[config.mk]
export PLATFORM = sky130hd
export DESIGN_NAME = vga_frac_streamer
export DESIGN_NICKNAME = d
export VERILOG_FILES = /design/src/rtl/vga_frac_pkg.sv /design/src/rtl/vga_nco.sv /design/src/rtl/vga_raster.sv /design/src/rtl/vga_pixout.sv /design/src/rtl/vga_frac_streamer.sv
export SDC_FILE = /design/constraint.sdc
export NUM_CORES = 1
export LEC_CHECK = 0
export ABC_CLOCK_PERIOD_IN_PS = 5210
export CORE_ASPECT_RATIO = 0.9
export CORE_MARGIN = 3
export CORE_UTILIZATION = 55
export DETAILED_ROUTE_END_ITERATION = 6
export PLACE_DENSITY = 0.8
export SETUP_SLACK_MARGIN = 0.15
export SYNTH_ARGS = -nofsm -noshare
export SYNTH_HDL_FRONTEND = slang
export SYNTH_HIERARCHICAL = 1
export SYNTH_SLANG_ARGS = --single-unit
[constraint.sdc]
create_clock -name clk -period 5.21 [get_ports clk]
set_input_delay 1.042 -clock clk [delete_from_list [all_inputs] [get_ports clk]]
set_output_delay 1.042 -clock clk [all_outputs]
set_load 0.05 [all_outputs]
[src/rtl/vga_frac_pkg.sv]
package vga_frac_pkg;

  typedef struct packed {
    logic vis;
    logic hs;
    logic vs;
  } px_attr_t;

  localparam logic [7:0] GAIN_UNITY = 8'd128;

  function automatic logic [7:0] widen5(input logic [4:0] f);
    return {f, f[4:2]};
  endfunction

  function automatic logic [7:0] widen6(input logic [5:0] f);
    return {f, f[5:4]};
  endfunction

  function automatic logic [7:0] gain_apply(input logic [7:0] c, input logic [7:0] k);
    logic [7:0]  kk;
    logic [15:0] prod;
    kk   = (k > GAIN_UNITY) ? GAIN_UNITY : k;
    prod = {8'd0, c} * {8'd0, kk};
    return prod[14:7];
  endfunction

endpackage

[src/rtl/vga_nco.sv]
module vga_nco #(
  parameter int PHASE_W = 32
) (
  input  logic               clk,
  input  logic               rst_n,
  input  logic [PHASE_W-1:0] freq_word,
  output logic               tick
);
  localparam logic [PHASE_W-1:0] HALF = {1'b1, {(PHASE_W-1){1'b0}}};

  logic [PHASE_W-1:0] acc;
  logic [PHASE_W-1:0] eff;
  logic [PHASE_W:0]   sum;

  always_comb begin
    eff  = (freq_word > HALF) ? HALF : freq_word;
    sum  = {1'b0, acc} + {eff, 1'b0};
    tick = sum[PHASE_W];
  end

  always_ff @(posedge clk or negedge rst_n) begin
    if (!rst_n) acc <= '0;
    else        acc <= sum[PHASE_W-1:0];
  end

  // full-rate or clamped word steps every clock
  p_full_rate_r1: assert property (@(posedge clk) disable iff (!rst_n)
    (freq_word >= HALF) |-> tick);
  // zero word never steps
  p_idle_r1: assert property (@(posedge clk) disable iff (!rst_n)
    (freq_word == '0) |-> !tick);

endmodule

[src/rtl/vga_raster.sv]
module vga_raster import vga_frac_pkg::*; #(
  parameter int HFP    = 16,
  parameter int HSW    = 96,
  parameter int HBP    = 48,
  parameter int HACT   = 640,
  parameter int VTOP   = 90,
  parameter int VACT   = 350,
  parameter int VBOT   = 83,
  parameter int VSW    = 2,
  parameter int ADDR_W = 19
) (
  input  logic              clk,
  input  logic              rst_n,
  input  logic              tick,
  output px_attr_t          attr_q,
  output logic              rd_req,
  output logic [ADDR_W-1:0] rd_addr
);
  localparam int HTOT = HFP + HSW + HBP + HACT;
  localparam int VTOT = VTOP + VACT + VBOT + VSW;
  localparam int HW   = $clog2(HTOT);
  localparam int VW   = $clog2(VTOT);
  localparam logic [HW-1:0] H_LAST  = HW'(HTOT - 1);
  localparam logic [HW-1:0] H_SYNC0 = HW'(HFP);
  localparam logic [HW-1:0] H_SYNC1 = HW'(HFP + HSW);
  localparam logic [HW-1:0] H_VIS0  = HW'(HFP + HSW + HBP);
  localparam logic [VW-1:0] V_LAST  = VW'(VTOT - 1);
  localparam logic [VW-1:0] V_VIS0  = VW'(VTOP);
  localparam logic [VW-1:0] V_VIS1  = VW'(VTOP + VACT);
  localparam logic [VW-1:0] V_SYNC0 = VW'(VTOT - VSW);
  localparam logic [ADDR_W-1:0] FB_LAST = ADDR_W'(HACT * VACT * 2 - 2);

  logic [HW-1:0]     h, h_nx;
  logic [VW-1:0]     v, v_nx;
  logic [ADDR_W-1:0] ptr, ptr_nx;
  logic              line_end;
  px_attr_t          attr_nx;

  always_comb begin
    line_end    = (h == H_LAST);
    h_nx        = line_end ? '0 : h + 1'b1;
    v_nx        = !line_end ? v : ((v == V_LAST) ? '0 : v + 1'b1);
    attr_nx.vis = (h_nx >= H_VIS0) && (v_nx >= V_VIS0) && (v_nx < V_VIS1);
    attr_nx.hs  = (h_nx >= H_SYNC0) && (h_nx < H_SYNC1);
    attr_nx.vs  = (v_nx >= V_SYNC0);
    ptr_nx      = (ptr == FB_LAST) ? '0 : ptr + ADDR_W'(2);
  end

  always_ff @(posedge clk or negedge rst_n) begin
    if (!rst_n) begin
      h       <= H_LAST;
      v       <= V_LAST;
      attr_q  <= '0;
      rd_req  <= 1'b0;
      rd_addr <= '0;
      ptr     <= '0;
    end else begin
      rd_req <= 1'b0;
      if (tick) begin
        h      <= h_nx;
        v      <= v_nx;
        attr_q <= attr_nx;
        if (attr_nx.vis) begin
          rd_req  <= 1'b1;
          rd_addr <= ptr;
          ptr     <= ptr_nx;
        end
      end
    end
  end

  // a fetch is only ever requested for a visible position
  p_req_visible_r5: assert property (@(posedge clk) disable iff (!rst_n)
    rd_req |-> attr_q.vis);
  // fetch pointer stays inside the frame buffer
  p_ptr_range_r5: assert property (@(posedge clk) disable iff (!rst_n)
    (ptr <= FB_LAST) && !ptr[0]);
  // vertical sync only changes at a line boundary
  p_vs_line_r4: assert property (@(posedge clk) disable iff (!rst_n)
    (tick && !line_end) |=> $stable(attr_q.vs));
  // horizontal and vertical sync never overlap the visible window
  p_sync_vs_vis_r2: assert property (@(posedge clk) disable iff (!rst_n)
    attr_q.vis |-> !(attr_q.hs || attr_q.vs));

endmodule

[src/rtl/vga_pixout.sv]
module vga_pixout import vga_frac_pkg::*; (
  input  logic        clk,
  input  logic        rst_n,
  input  logic        tick,
  input  px_attr_t    attr_i,
  input  logic [15:0] px_word,
  input  logic [7:0]  gain,
  input  logic        hpol,
  input  logic        vpol,
  output logic [7:0]  dac_r,
  output logic [7:0]  dac_g,
  output logic [7:0]  dac_b,
  output logic        hsync,
  output logic        vsync
);
  logic       t1, t2;
  px_attr_t   s2;
  logic       hs_act, vs_act;
  logic [7:0] r8, g8, b8;

  always_comb begin
    r8 = gain_apply(widen5(px_word[15:11]), gain);
    g8 = gain_apply(widen6(px_word[10:5]),  gain);
    b8 = gain_apply(widen5(px_word[4:0]),   gain);
  end

  always_ff @(posedge clk or negedge rst_n) begin
    if (!rst_n) begin
      t1     <= 1'b0;
      t2     <= 1'b0;
      s2     <= '0;
      hs_act <= 1'b0;
      vs_act <= 1'b0;
      dac_r  <= '0;
      dac_g  <= '0;
      dac_b  <= '0;
    end else begin
      t1 <= tick;
      t2 <= t1;
      if (t1) s2 <= attr_i;
      if (t2) begin
        hs_act <= s2.hs;
        vs_act <= s2.vs;
        dac_r  <= s2.vis ? r8 : 8'd0;
        dac_g  <= s2.vis ? g8 : 8'd0;
        dac_b  <= s2.vis ? b8 : 8'd0;
      end
    end
  end

  assign hsync = ~(hs_act ^ hpol);
  assign vsync = ~(vs_act ^ vpol);

  // any active sync level comes with black
  p_sync_black_r6: assert property (@(posedge clk) disable iff (!rst_n)
    ((hsync == hpol) || (vsync == vpol)) |-> (dac_r == 8'd0 && dac_g == 8'd0 && dac_b == 8'd0));
  // a blank position loads black
  p_blank_black_r6: assert property (@(posedge clk) disable iff (!rst_n)
    (t2 && !s2.vis) |=> (dac_r == 8'd0 && dac_g == 8'd0 && dac_b == 8'd0));
  // outputs hold between pixel loads
  p_hold_r9: assert property (@(posedge clk) disable iff (!rst_n)
    !t2 |=> ($stable(dac_r) && $stable(dac_g) && $stable(dac_b)));

endmodule

[src/rtl/vga_frac_streamer.sv]
module vga_frac_streamer import vga_frac_pkg::*; #(
  parameter int HFP     = 16,
  parameter int HSW     = 96,
  parameter int HBP     = 48,
  parameter int HACT    = 640,
  parameter int VTOP    = 90,
  parameter int VACT    = 350,
  parameter int VBOT    = 83,
  parameter int VSW     = 2,
  parameter int PHASE_W = 32,
  localparam int ADDR_W = $clog2(HACT * VACT * 2)
) (
  input  logic              clk,
  input  logic              rst_n,
  input  logic [PHASE_W-1:0] freq_word,
  input  logic [7:0]        intensity,
  input  logic              hsync_pol,
  input  logic              vsync_pol,
  output logic              rd_req,
  output logic [ADDR_W-1:0] rd_addr,
  input  logic [15:0]       rd_data,
  output logic [7:0]        dac_r,
  output logic [7:0]        dac_g,
  output logic [7:0]        dac_b,
  output logic              hsync,
  output logic              vsync
);
  logic     px_tick;
  px_attr_t px_attr;

  vga_nco #(.PHASE_W(PHASE_W)) u_nco (
    .clk       (clk),
    .rst_n     (rst_n),
    .freq_word (freq_word),
    .tick      (px_tick)
  );

  vga_raster #(
    .HFP(HFP), .HSW(HSW), .HBP(HBP), .HACT(HACT),
    .VTOP(VTOP), .VACT(VACT), .VBOT(VBOT), .VSW(VSW),
    .ADDR_W(ADDR_W)
  ) u_raster (
    .clk     (clk),
    .rst_n   (rst_n),
    .tick    (px_tick),
    .attr_q  (px_attr),
    .rd_req  (rd_req),
    .rd_addr (rd_addr)
  );

  vga_pixout u_out (
    .clk     (clk),
    .rst_n   (rst_n),
    .tick    (px_tick),
    .attr_i  (px_attr),
    .px_word (rd_data),
    .gain    (intensity),
    .hpol    (hsync_pol),
    .vpol    (vsync_pol),
    .dac_r   (dac_r),
    .dac_g   (dac_g),
    .dac_b   (dac_b),
    .hsync   (hsync),
    .vsync   (vsync)
  );

endmodule

**Word level (Yosys, flattened, before mapping)**

Cells that the tools add are included.

- $mul: 3
- Reduce and logical (&&, ||, !) cells: 4
- Add/sub/neg operators: 4
- $lt $le $gt $ge: 8
- Divide/modulo/power cells: 0
- Shifts and indexed selects: 0
- Multiplexer cells: 11
- Bitwise gates (word level): 4
- Equal/unequal tests: 3

Operators by type and width:

| cell | number |
|---|---|
| multiplier 8 x 8 -> 15 bit | 3 |
| adder 32 x 33 -> 33 bit | 1 |
| greater-than comparator 32 bit (second input constant) | 1 |
| 2-to-1 mux 32 bit | 1 |
| 2-to-1 mux 8 bit | 4 |
| 2-to-1 mux 10 bit | 3 |
| adder 10 x 1 -> 10 bit (second input constant) | 2 |
| equality test 10 bit (second input constant) | 2 |
| adder 19 x 2 -> 19 bit (second input constant) | 1 |
| equality test 19 bit (second input constant) | 1 |
| 2-to-1 mux 19 bit | 1 |
| >= comparator 10 bit (second input constant) | 1 |
| >= comparator 10 x 5 -> 1 bit (second input constant) | 1 |
| >= comparator 10 x 7 -> 1 bit (second input constant) | 1 |
| >= comparator 10 x 8 -> 1 bit (second input constant) | 1 |
| less-than comparator 10 x 7 -> 1 bit (second input constant) | 1 |
| less-than comparator 10 x 9 -> 1 bit (second input constant) | 1 |
| greater-than comparator 8 bit (second input constant) | 1 |
| logical AND 1 bit | 3 |
| 2-to-1 mux 1 bit | 2 |
| NOT 1 bit | 2 |
| AND reduction 2 bit | 1 |
| XOR 1 bit | 2 |

- Bits in writable memories: 0
- Input bits: 60
- Bits in latches: 0
- Memory bits (read-only): 0
- Word-level logic and storage cells: 56
- Flip-flop bits (word level): 125
- Memories kept: 0

**Longest topological paths before layout**

Gate-level depths: netlist (run 1).

- Word-level depth: 8
- Mapped depth: 22

**Hierarchy**

The synthesis (run 1) kept the hierarchy.

By module, submodules not included:

| module | area each (um^2) | cells each | times used |
|---|---|---|---|
| vga_pixout | 6501.2 | 694 | 1 |
| vga_raster | 3452.1 | 361 | 1 |
| vga_nco | 2813.9 | 324 | 1 |

**Worst setup path after synthesis (run 1)**

No wires, ideal clock.

- Path kind: input to register
- Start point: input intensity[7]
- End point: register u_out.dac_b[5]
- Path buffers: 2
- Arrival: 5.547 ns
- Stages on the path: 18
- Setup time: 0.069 ns
- Path slack: -0.406 ns
- Cell sequence: clkbuf_1 > nor2b_1 > clkbuf_1 > and2_1 > fa_1 > inv_1 > fa_1 > inv_1 > fa_1 > inv_1 > fa_1 > inv_1 > ha_1 > a21o_1 > a31oi_1 > o221ai_1 > or4b_1 > nand3_1

- Word-level cells in the longest chain between the ends: 4

Ends and longest elaborated chain:

| what | line | text |
|---|---|---|
| start: declaration | vga_frac_streamer.sv:16 | `input logic [7:0] intensity,` |
| greater-than comparator 8 bit | vga_frac_pkg.sv:22 | `kk = (k > GAIN_UNITY) ? GAIN_UNITY : k;` |
| 2-to-1 mux 8 bit (*) | vga_frac_pkg.sv:22 |  |
| multiplier 8 x 8 -> 15 bit (*) | vga_frac_pkg.sv:23 | `prod = {8'd0, c} * {8'd0, kk};` |
| 2-to-1 mux 8 bit (*) | vga_pixout.sv:46 | `dac_b <= s2.vis ? b8 : 8'd0;` |
| end signal: assignment | vga_pixout.sv:46 |  |
| end: declaration | vga_pixout.sv:12 | `output logic [7:0] dac_b,` |

Every way passes the cells marked *; elsewhere a longest branch is shown, timed or not.
A chain may end at the register's enable or synchronous reset.

**Worst setup path after layout (run 1)**

- Start point: input freq_word[2]
- End point: register u_raster.ptr[10]

- Word-level cells in the longest chain between the ends: 4

Ends and longest elaborated chain:

| what | line | text |
|---|---|---|
| start: declaration | vga_frac_streamer.sv:15 | `input logic [PHASE_W-1:0] freq_word,` |
| greater-than comparator 32 bit | vga_nco.sv:16 | `eff = (freq_word > HALF) ? HALF : freq_word;` |
| 2-to-1 mux 32 bit (*) | vga_nco.sv:16 |  |
| adder 32 x 33 -> 33 bit (*) | vga_nco.sv:17 | `sum = {1'b0, acc} + {eff, 1'b0};` |
| named net px_tick | vga_frac_streamer.sv:28 | `logic px_tick;` |
| AND reduction 2 bit (no source line) (*) | - |  |
| end signal: assignment | vga_raster.sv:66 | `ptr <= ptr_nx;` |
| end: declaration | vga_raster.sv:35 | `logic [ADDR_W-1:0] ptr, ptr_nx;` |

Mark *: on every way through the listed nets, which the timed path passes. The rest lies on a longest branch.

==> results of run 1 <==
[repair_timing]
| item | CTS | global route |
|---|---|---|
| buffers inserted | 12 | 10 |
| setup endpoints to repair | 58 | 54 |
| gates cloned | 7 | 1 |
| pin swaps | 52 | 56 |
| hold buffers | 0 | 0 |
| gates resized for setup | 61 | 119 |
[worst max-delay path, stage by stage]
cell            delay [ns]
dlymetal6s2s_1        0.15
nor4_1                0.50
nand4_1               0.33
o21ai_4               0.36
and2_4                0.23
ha_4                  0.20
a21o_1                0.18
nand2b_4              0.16
a31oi_4               0.16
o31ai_2               0.09
a2111oi_2             0.43
o22ai_2               0.15
xor2_1                0.22
buf_4                 0.16
inv_2                 0.05
a211oi_4              0.21
o311ai_4              0.15
or2_4                 0.35
clkbuf_16             0.18
o41ai_2               0.30
[final timing paths]
path | start | endpoint | slack (ns)
setup / recovery | freq_word[2] | u_raster/ptr[10] | -0.08
hold / removal | u_out/t1 | u_out/t2 | 0.47
setup reg to reg | u_nco/acc[19] | u_raster/ptr[10] | 1.55
hold reg to reg | u_out/t1 | u_out/t2 | 0.47
max in group asynchronous | rst_n | u_raster/h[0] | 3.55
min in group asynchronous | rst_n | u_out/dac_b[1] | 0.65
[stage by stage]
stage | util, % | setup TNS (ns)
after floorplan | - | 0
after global placement | 69.6 | -19.91
after detailed placement | 69.6 | -27.76
after CTS | 73.6 | 0
after global routing | 75.9 | -1.55
final | 75.9 | -0.836
[sequential cells by signal, summed over array words and instances, names as in the netlist, 3 cells and up]
name              cells
u_out/dac_g           8
u_out/s2              3
u_nco/acc            31
u_out/dac_b           8
u_raster/rd_addr     18
u_raster/v           10
u_raster/attr_q       3
u_raster/ptr         18
u_out/dac_r           8
u_raster/h           10
[logic make-up (layout without fill, tap and decap cells)]
group                      count (synthesis)  count (layout)
and+or+nand+nor                          441             445
AOI/OAI and AO/OA                        256             256
buffers and inverters                    231             555
adders and majority gates                228             228
DFF                                      122             122
xor gates and xnor gates                  77              77
muxes                                     23              23
other                                      1               1
[report_power, final]
group          switching, mW  leakage (nW)  internal, mW
registers              0.152          1.57          1.16
clock network          0.441         0.280         0.749
logic                   1.61          6.81          1.43
total                   2.20          8.66          3.34
[final cells by class]
class	instances	area [um2]
multi-input cells	1030	9430
well taps	297	372
inverters	175	657
repair buffers	348	3080
clock inverters	12	150
flip-flops and latches	122	3070
fillers	1484	5450
clock buffers	20	437
[cell usage after synthesis (all sizes together), types with 6 or more instances]
library cell and count:
clkbuf 44, o21ai 57, a21oi 59, nor2 49, fa 99, o211ai 9, nor3 15, or2 6
xor2 26, ha 129, inv 175, mux2 21, a31oi 12, nand2b 8, a21o 18, dfstp 10
nand4 20, nand2 107, nand4b 6, o41ai 6, nor2b 13, and2 121, dfrtp 112, or3 6
buf 12, and3 15, a211oi 9, nor4 16, nand3 33, o31ai 22, xnor2 51, a22o 15
[metal layers]
layer	up-vias	GRT usage, %	routed length (um)
li1	5350	-	-
met1	5742	37.2	16000
met2	389	47.7	17800
met3	98	3.44	1530
met4	0	8.87	1150
met5	-	0	0
==> impl_metrics.toml, run 1 <==
[timing]
fin_ws_ns = -0.0828
whs_ns = 0.468
relSlewSlack_pct = 33.7
setup_viol = 17
finalCriticalPeriod_ns = 5.29
fin_crit_sh_pct = 102
drv_slew = 0
hold_violations = 0
clock.fmax_ghz = 0.189
worstMarginPinSlew_ns = 0.985
rsz0062_at_grt = "yes"
finalClockSkew_ns = 0.0119

[floorplan]
coreArea_um2 = 22600
die_h_um = 151
io_pins = 106
initial_utilization_pct = 56.4
die_area_um2 = 25100
die_x_um = 167
row_count = 52

[critical_path]
worstSetupPathType = "in2reg"
cp.arrival_ns = 5.61
start_kind = "primary input"
worstPathRequired_ns = 5.53
crit_path_end_kind = "register"
r2r_cells = 15
cp_max_fo = 7

[grt]
grt_pass1_vias = 11989
grt_usage_pct = 27.8
grt_antenna_before_repair = 0
grt_pass1_wl_mm = 57.5
grt_max_degree = 53
overflow = 0

[route]
drtAntennaViolNets = 0
vias = 11579
drc_errors = 0
wl_mm = 36.5
drt_iter0_markers = 939
first_pass_iters = 6
via_per_inst = 5.78
avgRoutedWirePerCell_um = 18.2

[synthesis]
synth_xor_area_share_pct = 5.28
yosysSeqAreaShare_pct = 24.0
synth_cell_type_count = 94
synth.area.top_cells = "dfrtp_1 (22%), fa_1 (16%), ha_1 (13%), and2_1 (5.5%), inv_1 (5.1%)"
synth.top_cell.area_share_pct = 22.0
synthSimpleGateAreaFrac_pct = 19.1
synth_warnings = 6
synth_compound_area_share_pct = 14.2
synth-main-ff-cell = "dfrtp_1"
synth_top_family_by_area = "adder cells"
synth.net_count = 1667
synth-edff-count = 0
syn_area_per_cell_um2 = 9.26
synthArstFlopShare_pct = 100
syn_area_um2 = 12800
yosys.area_share.adder_pct = 28.2
synth-seq-cells = 122
synthCells = 1379
synthMuxAreaShare_pct = 2.01
synth_top_cell_by_area = "dfrtp_1"

[place]
placed_area_um2 = 15800
port_buffers = 104
place_ws_ns = -0.595
dp.cells = 1942
dp_hpwl_mm = 26.2
place_congestion = 0.926

[layout]
mostFrequentLayoutCells = "buf_4 (228), inv_1 (161), ha_1 (112), dfrtp_1 (112), nand2_1 (104)"
final_area_um2 = 17200
final_common_cell = "buf_4"
syn2layout_area_growth_pct = 34.6
final_layout_size_suffix_gt1_share_pct = 26.9
diodes = 0
final_nets = 1982
final_cells = 2004

[status]
run_status = "finished with violations"
violations = "negative setup slack"

[clock_network]
cts_tree = "built"
clock_path_buffers = 2
clock-sinks = 122
clk_pin_slew_worst_paths_ns = 0.05
root_buffer = "clkbuf_16"
ctsHtreeMaxLevel = 4
clock_latency_ns = 0.42
cts_buffers = 17

[pwr]
power_mw = 5.54
powerDensity_nw_per_um2 = 323
p_leak_nw = 8.66
ir_drop_v = 0.000354

[worst_hold_path]
min_path_type = "reg2reg"
min_path_cells = 0

[flow_run]
maxCapViolCount = 0
(Power assumes the default switching activity.)
==> run 2, diff against run 1 <==
--- a/config.mk
+++ b/config.mk
@@ -10,7 +10,8 @@
 export CORE_MARGIN = 3
 export CORE_UTILIZATION = 55
 export DETAILED_ROUTE_END_ITERATION = 6
-export PLACE_DENSITY = 0.8
+export DONT_BUFFER_PORTS = 1
+export PLACE_DENSITY = 0.74
 export SETUP_SLACK_MARGIN = 0.15
 export SYNTH_ARGS = -nofsm -noshare
 export SYNTH_HDL_FRONTEND = slang
==> impl_metrics.toml, run 2 (synthesized netlist as in run 1, its figures left out) <==
[route]
avgRoutedWirePerCell_um = 17.6
first_pass_iters = 5
drtAntennaViolNets = 0
drt_iter0_markers = 921
wl_mm = 29.7
drc_errors = 0
vias = 9886
via_per_inst = 5.84

[floorplan]
initial_utilization_pct = 56.4
io_pins = 106
die_x_um = 167
die_h_um = 151
coreArea_um2 = 22600
row_count = 52
die_area_um2 = 25100

[timing]
setup_viol = 0
relSlewSlack_pct = 26.4
worstMarginPinSlew_ns = 1.10
fin_ws_ns = 0.365
clock.fmax_ghz = 0.206
finalCriticalPeriod_ns = 4.84
rsz0062_at_grt = "no"
hold_violations = 0
setup-tns-final_ns = 0
drv_slew = 0
finalClockSkew_ns = 0.0112
fin_crit_sh_pct = 93.0

[clock_network]
cts_buffers = 17
clock_path_buffers = 2
clock-sinks = 122
ctsResizeCount = 0
postCtsSetupBuffers = 0
clk_pin_slew_worst_paths_ns = 0.06
clock_latency_ns = 0.42
cts_hold_buf = 0
ctsHtreeMaxLevel = 4
cts_tree = "built"
root_buffer = "clkbuf_16"

[layout]
final_layout_size_suffix_gt1_share_pct = 13.1
fillers = 1896
final_nets = 1671
syn2layout_area_growth_pct = 9.98
largest_reg_flops = 31
largest_registers = "u_nco/acc x31, u_raster/ptr x18, u_raster/rd_addr x18"
top_register = "u_nco/acc"
mostFrequentLayoutCells = "inv_1 (171), ha_1 (122), dfrtp_1 (112), and2_1 (108), nand2_1 (107)"
diodes = 0
final_area_um2 = 14000
final_common_cell = "inv_1"

[pwr]
ir_drop_v = 0.000261
p_leak_nw = 6.81
powerDensity_nw_per_um2 = 349

[place]
place_ws_ns = -0.0818
dp_hpwl_mm = 23.1
place_congestion = 0.906
placed_area_um2 = 13400
port_buffers = 0

[worst_hold_path]
min_path_type = "in2async"

[critical_path]
slowest_stage = "fa_1"
slowest_delay_ns = 0.54
cp_max_fo = 16
cp.arrival_ns = 5.19
crit_path_end_kind = "register"
start_kind = "primary input"
crit_chain = "nor2b_4, nand2_1, fa_1, fa_1, inv_1, fa_1, inv_1, fa_1, inv_2, ha_4, a21o_1, a31oi_4, o221ai_2, or4b_1, nand3_1"
cp_common_cell = "fa_1"
worstPathRequired_ns = 5.55
r2r_cells = 15
worstSetupPathType = "in2reg"

[flow_run]
maxCapViolCount = 0

[grt]
overflow = 0
grt_usage_pct = 24.1
grt_pass1_vias = 10056
grt_antenna_before_repair = 0
grt_pass1_wl_mm = 49.9
grt_max_degree = 123

[status]
run_status = "finished, final reports clean"
[run 2: final cells by class]
cell class / instances / area [um2] / share of cell area, %
multi-input combinational: 1026 / 8990 / 64.0
clock buffer: 17 / 425 / 3.03
sequential: 122 / 3070 / 21.8
inverter: 175 / 657 / 4.68
timing repair buffer: 41 / 320 / 2.28
clock inverter: 15 / 214 / 1.52
tap: 297 / 372 / 2.65
[run 2: where the power goes]
part           internal, mW  switching, mW
Clock                 0.811          0.466
Combinational          1.00           1.32
Sequential             1.16          0.144
Total                  2.98           1.93
[run 2: per-stage QoR]
stage / hold WS, ns / total power, mW / util, % / instances
after CTS: 0.307 / 4.92 / 61.9 / 1693
final: 0.324 / 4.90 / 62.0 / 1693
after global placement: 0.464 / 3.55 / 59.0 / 1661
after floorplan: 0.423 / 3.04 / - / 1379
after detailed placement: 0.489 / 3.60 / 59.0 / 1661
after global routing: 0.299 / 5.29 / 62.0 / 1693
[run 2: routing by layer]
layer	part of all wire [%]	vias up	global-route usage [%]
li1	-	4723	-
met1	45	4843	33.3
met2	47	269	39.1
met3	5.5	51	4.38
met4	2.3	0	7.51
met5	0	-	0
[run 2: worst paths after layout]
check / endpoint / from / slack [ns]
worst max-delay path: u_out/dac_b[5] / intensity[3] / 0.37
worst min register to register: u_out/t2 / u_out/t1 / 0.49
worst min-delay path: u_out/dac_b[2] / rst_n / 0.32
worst max register to register: u_raster/ptr[7] / u_nco/acc[21] / 1.42
max in group asynchronous: u_raster/h[4] / rst_n / 4.60
min in group clk: u_out/t2 / u_out/t1 / 0.49
[run 2: critical path: cells and delay by family]
kind	cells	cell delay, ns
simple gates	4	1.15
buf+inv	3	0.15
compound gates	3	0.57
fa+ha+maj	5	2.27
==> run 3, diff against run 2 <==
--- a/config.mk
+++ b/config.mk
@@ -12,6 +12,7 @@
 export DETAILED_ROUTE_END_ITERATION = 6
 export DONT_BUFFER_PORTS = 1
 export PLACE_DENSITY = 0.74
+export RECOVER_POWER = 100
 export SETUP_SLACK_MARGIN = 0.15
 export SYNTH_ARGS = -nofsm -noshare
 export SYNTH_HDL_FRONTEND = slang
==> impl_metrics.toml, run 3 (synthesized netlist as in run 1, its figures left out) <==
[place]
place_congestion = 0.906
place_ws_ns = -0.0818
port_buffers = 0
placed_area_um2 = 13400
dp_hpwl_mm = 23.1

[floorplan]
die_h_um = 151
die_x_um = 167
initial_utilization_pct = 56.4
row_count = 52
io_pins = 106
die_area_um2 = 25100
coreArea_um2 = 22600

[critical_path]
cp.arrival_ns = 5.24
slowest_stage = "fa_1"
critPathTopFamily = "adder cells"
r2r-end = "u_raster/ptr[7]"
worstPathRequired_ns = 5.50
r2r_slack_ns = 1.36
crit_chain = "nor2b_2, and2_1, fa_1, inv_1, fa_1, inv_1, fa_1, inv_1, fa_1, inv_1, ha_2, o2bb2ai_2, a211o_1, a21boi_0, o21ai_0, a32o_1"
crit_path_end_kind = "register"
timing.critical_path.buf_inv = 4
slowest_delay_ns = 0.55
r2r_start = "u_nco/acc[21]"
start_kind = "primary input"
worstSetupPathType = "in2reg"
cp_max_fo = 16
r2r_cells = 15

[grt]
grt_max_degree = 123
grt_usage_pct = 24.1
grt_antenna_before_repair = 0
overflow = 0
grt_pass1_vias = 10056
grt_pass1_wl_mm = 49.9

[timing]
drv_slew = 0
worstMarginPinSlew_ns = 1.10
fin_ws_ns = 0.263
finalCriticalPeriod_ns = 4.95
relSlewSlack_pct = 26.4
finalClockSkew_ns = 0.0113
fin_crit_sh_pct = 94.9
clock.fmax_ghz = 0.202
whs_ns = 0.325
setup_viol = 0
hold_violations = 0
rsz0062_at_grt = "no"

[status]
run_status = "finished, final reports clean"

[layout]
final_layout_size_suffix_gt1_share_pct = 12.0
final_nets = 1671
largest_reg_flops = 31
syn2layout_area_growth_pct = 9.41
diodes = 0
final_area_um2 = 14000
largest_registers = "u_nco/acc x31, u_raster/ptr x18, u_raster/rd_addr x18"
mostFrequentLayoutCells = "inv_1 (171), ha_1 (122), dfrtp_1 (112), nand2_1 (107), and2_1 (102)"
final_common_cell = "inv_1"
finish.utilization_pct = 61.7
top_register = "u_nco/acc"

[route]
drtAntennaViolNets = 0
first_pass_iters = 6
drc_errors = 0
avgRoutedWirePerCell_um = 17.6
vias = 9880
drt_iter0_markers = 828
wl_mm = 29.9
via_per_inst = 5.84

[clock_network]
clock-sinks = 122
clock_latency_ns = 0.42
postCtsSetupBuffers = 0
clock_path_buffers = 2
cts_tree = "built"
cts_hold_buf = 0
cts_buffers = 17
ctsHtreeMaxLevel = 4
clk_pin_slew_worst_paths_ns = 0.06
root_buffer = "clkbuf_16"

[pwr]
powerDensity_nw_per_um2 = 348
ir_drop_v = 0.000259
p_leak_nw = 6.76

[flow_run]
maxCapViolCount = 0

[worst_hold_path]
min_path_type = "in2async"
-- run 3: changes by cell type in the layout (fill, tap and decap cells not counted), moves of 3 or more --
cell and change:
a21oi_1 +3, a21oi_2 -3, and2_0 +6, and2_1 -6, buf_4 -8, clkbuf_1 +6, o21ai_0 +6, o21ai_1 -6
-- run 3: layer usage --
metal	up-vias	global-route usage, %	wire length, um
li1	4724	-	-
met1	4870	33.3	13600
met2	239	39.1	14000
met3	47	4.38	1520
met4	0	7.51	659
met5	-	0	0
-- run 3: repair_timing --
| action | 4_1_cts | 5_1_grt |
|---|---|---|
| resized for setup | 0 | 7 |
| setup endpoints to repair | 0 | 33 |
| hold endpoints to repair | 0 | 0 |
-- run 3: power by group --
| group | switching (mW) | total, mW | internal [mW] |
|---|---|---|---|
| clock network | 0.468 | 1.28 | 0.811 |
| registers | 0.144 | 1.31 | 1.16 |
| logic | 1.31 | 2.28 | 0.976 |
-- run 3: worst register-to-register path, delay by kind of cell (launching register included) --
kind	cells	cell delay, ns
simple gates	2	0.39
buf+inv	3	0.43
xor+xnor	1	0.25
fa+ha+maj	1	0.39
compound gates	8	1.90
flops	1	0.37
-- run 3: area by class of cell --
cell class	instances	area (um2)
clock buffer	17	425
tap	297	372
multi-input combinational	1026	8940
timing repair buffer	41	298
fill	1910	8670
clock inverter	15	214
inverter	175	657
sequential	122	3070
-- run 3: per-stage QoR --
| step | power [mW] | setup TNS (ns) | instances |
|---|---|---|---|
| 2_1_floorplan | 3.04 | 0 | 1379 |
| 3_3_place_gp | 3.55 | 0 | 1661 |
| 3_5_place_dp | 3.60 | -0.654 | 1661 |
| 4_1_cts | 4.92 | 0 | 1693 |
| 5_1_grt | 5.24 | 0 | 1693 |
| 6_report | 4.87 | 0 | 1693 |
-- run 3: worst max path at each step --
stage	from	to	slack [ns]	depth (start not counted)
floorplan	intensity[7]	u_out/dac_b[5]	0.13	18
global placement	intensity[4]	u_out/dac_r[7]	0.02	17
detailed placement	freq_word[5]	u_raster/ptr[7]	-0.08	20
CTS	freq_word[5]	u_raster/ptr[7]	0.32	20
global route	freq_word[5]	u_raster/ptr[7]	0.09	20
finish	intensity[6]	u_out/dac_r[4]	0.26	16
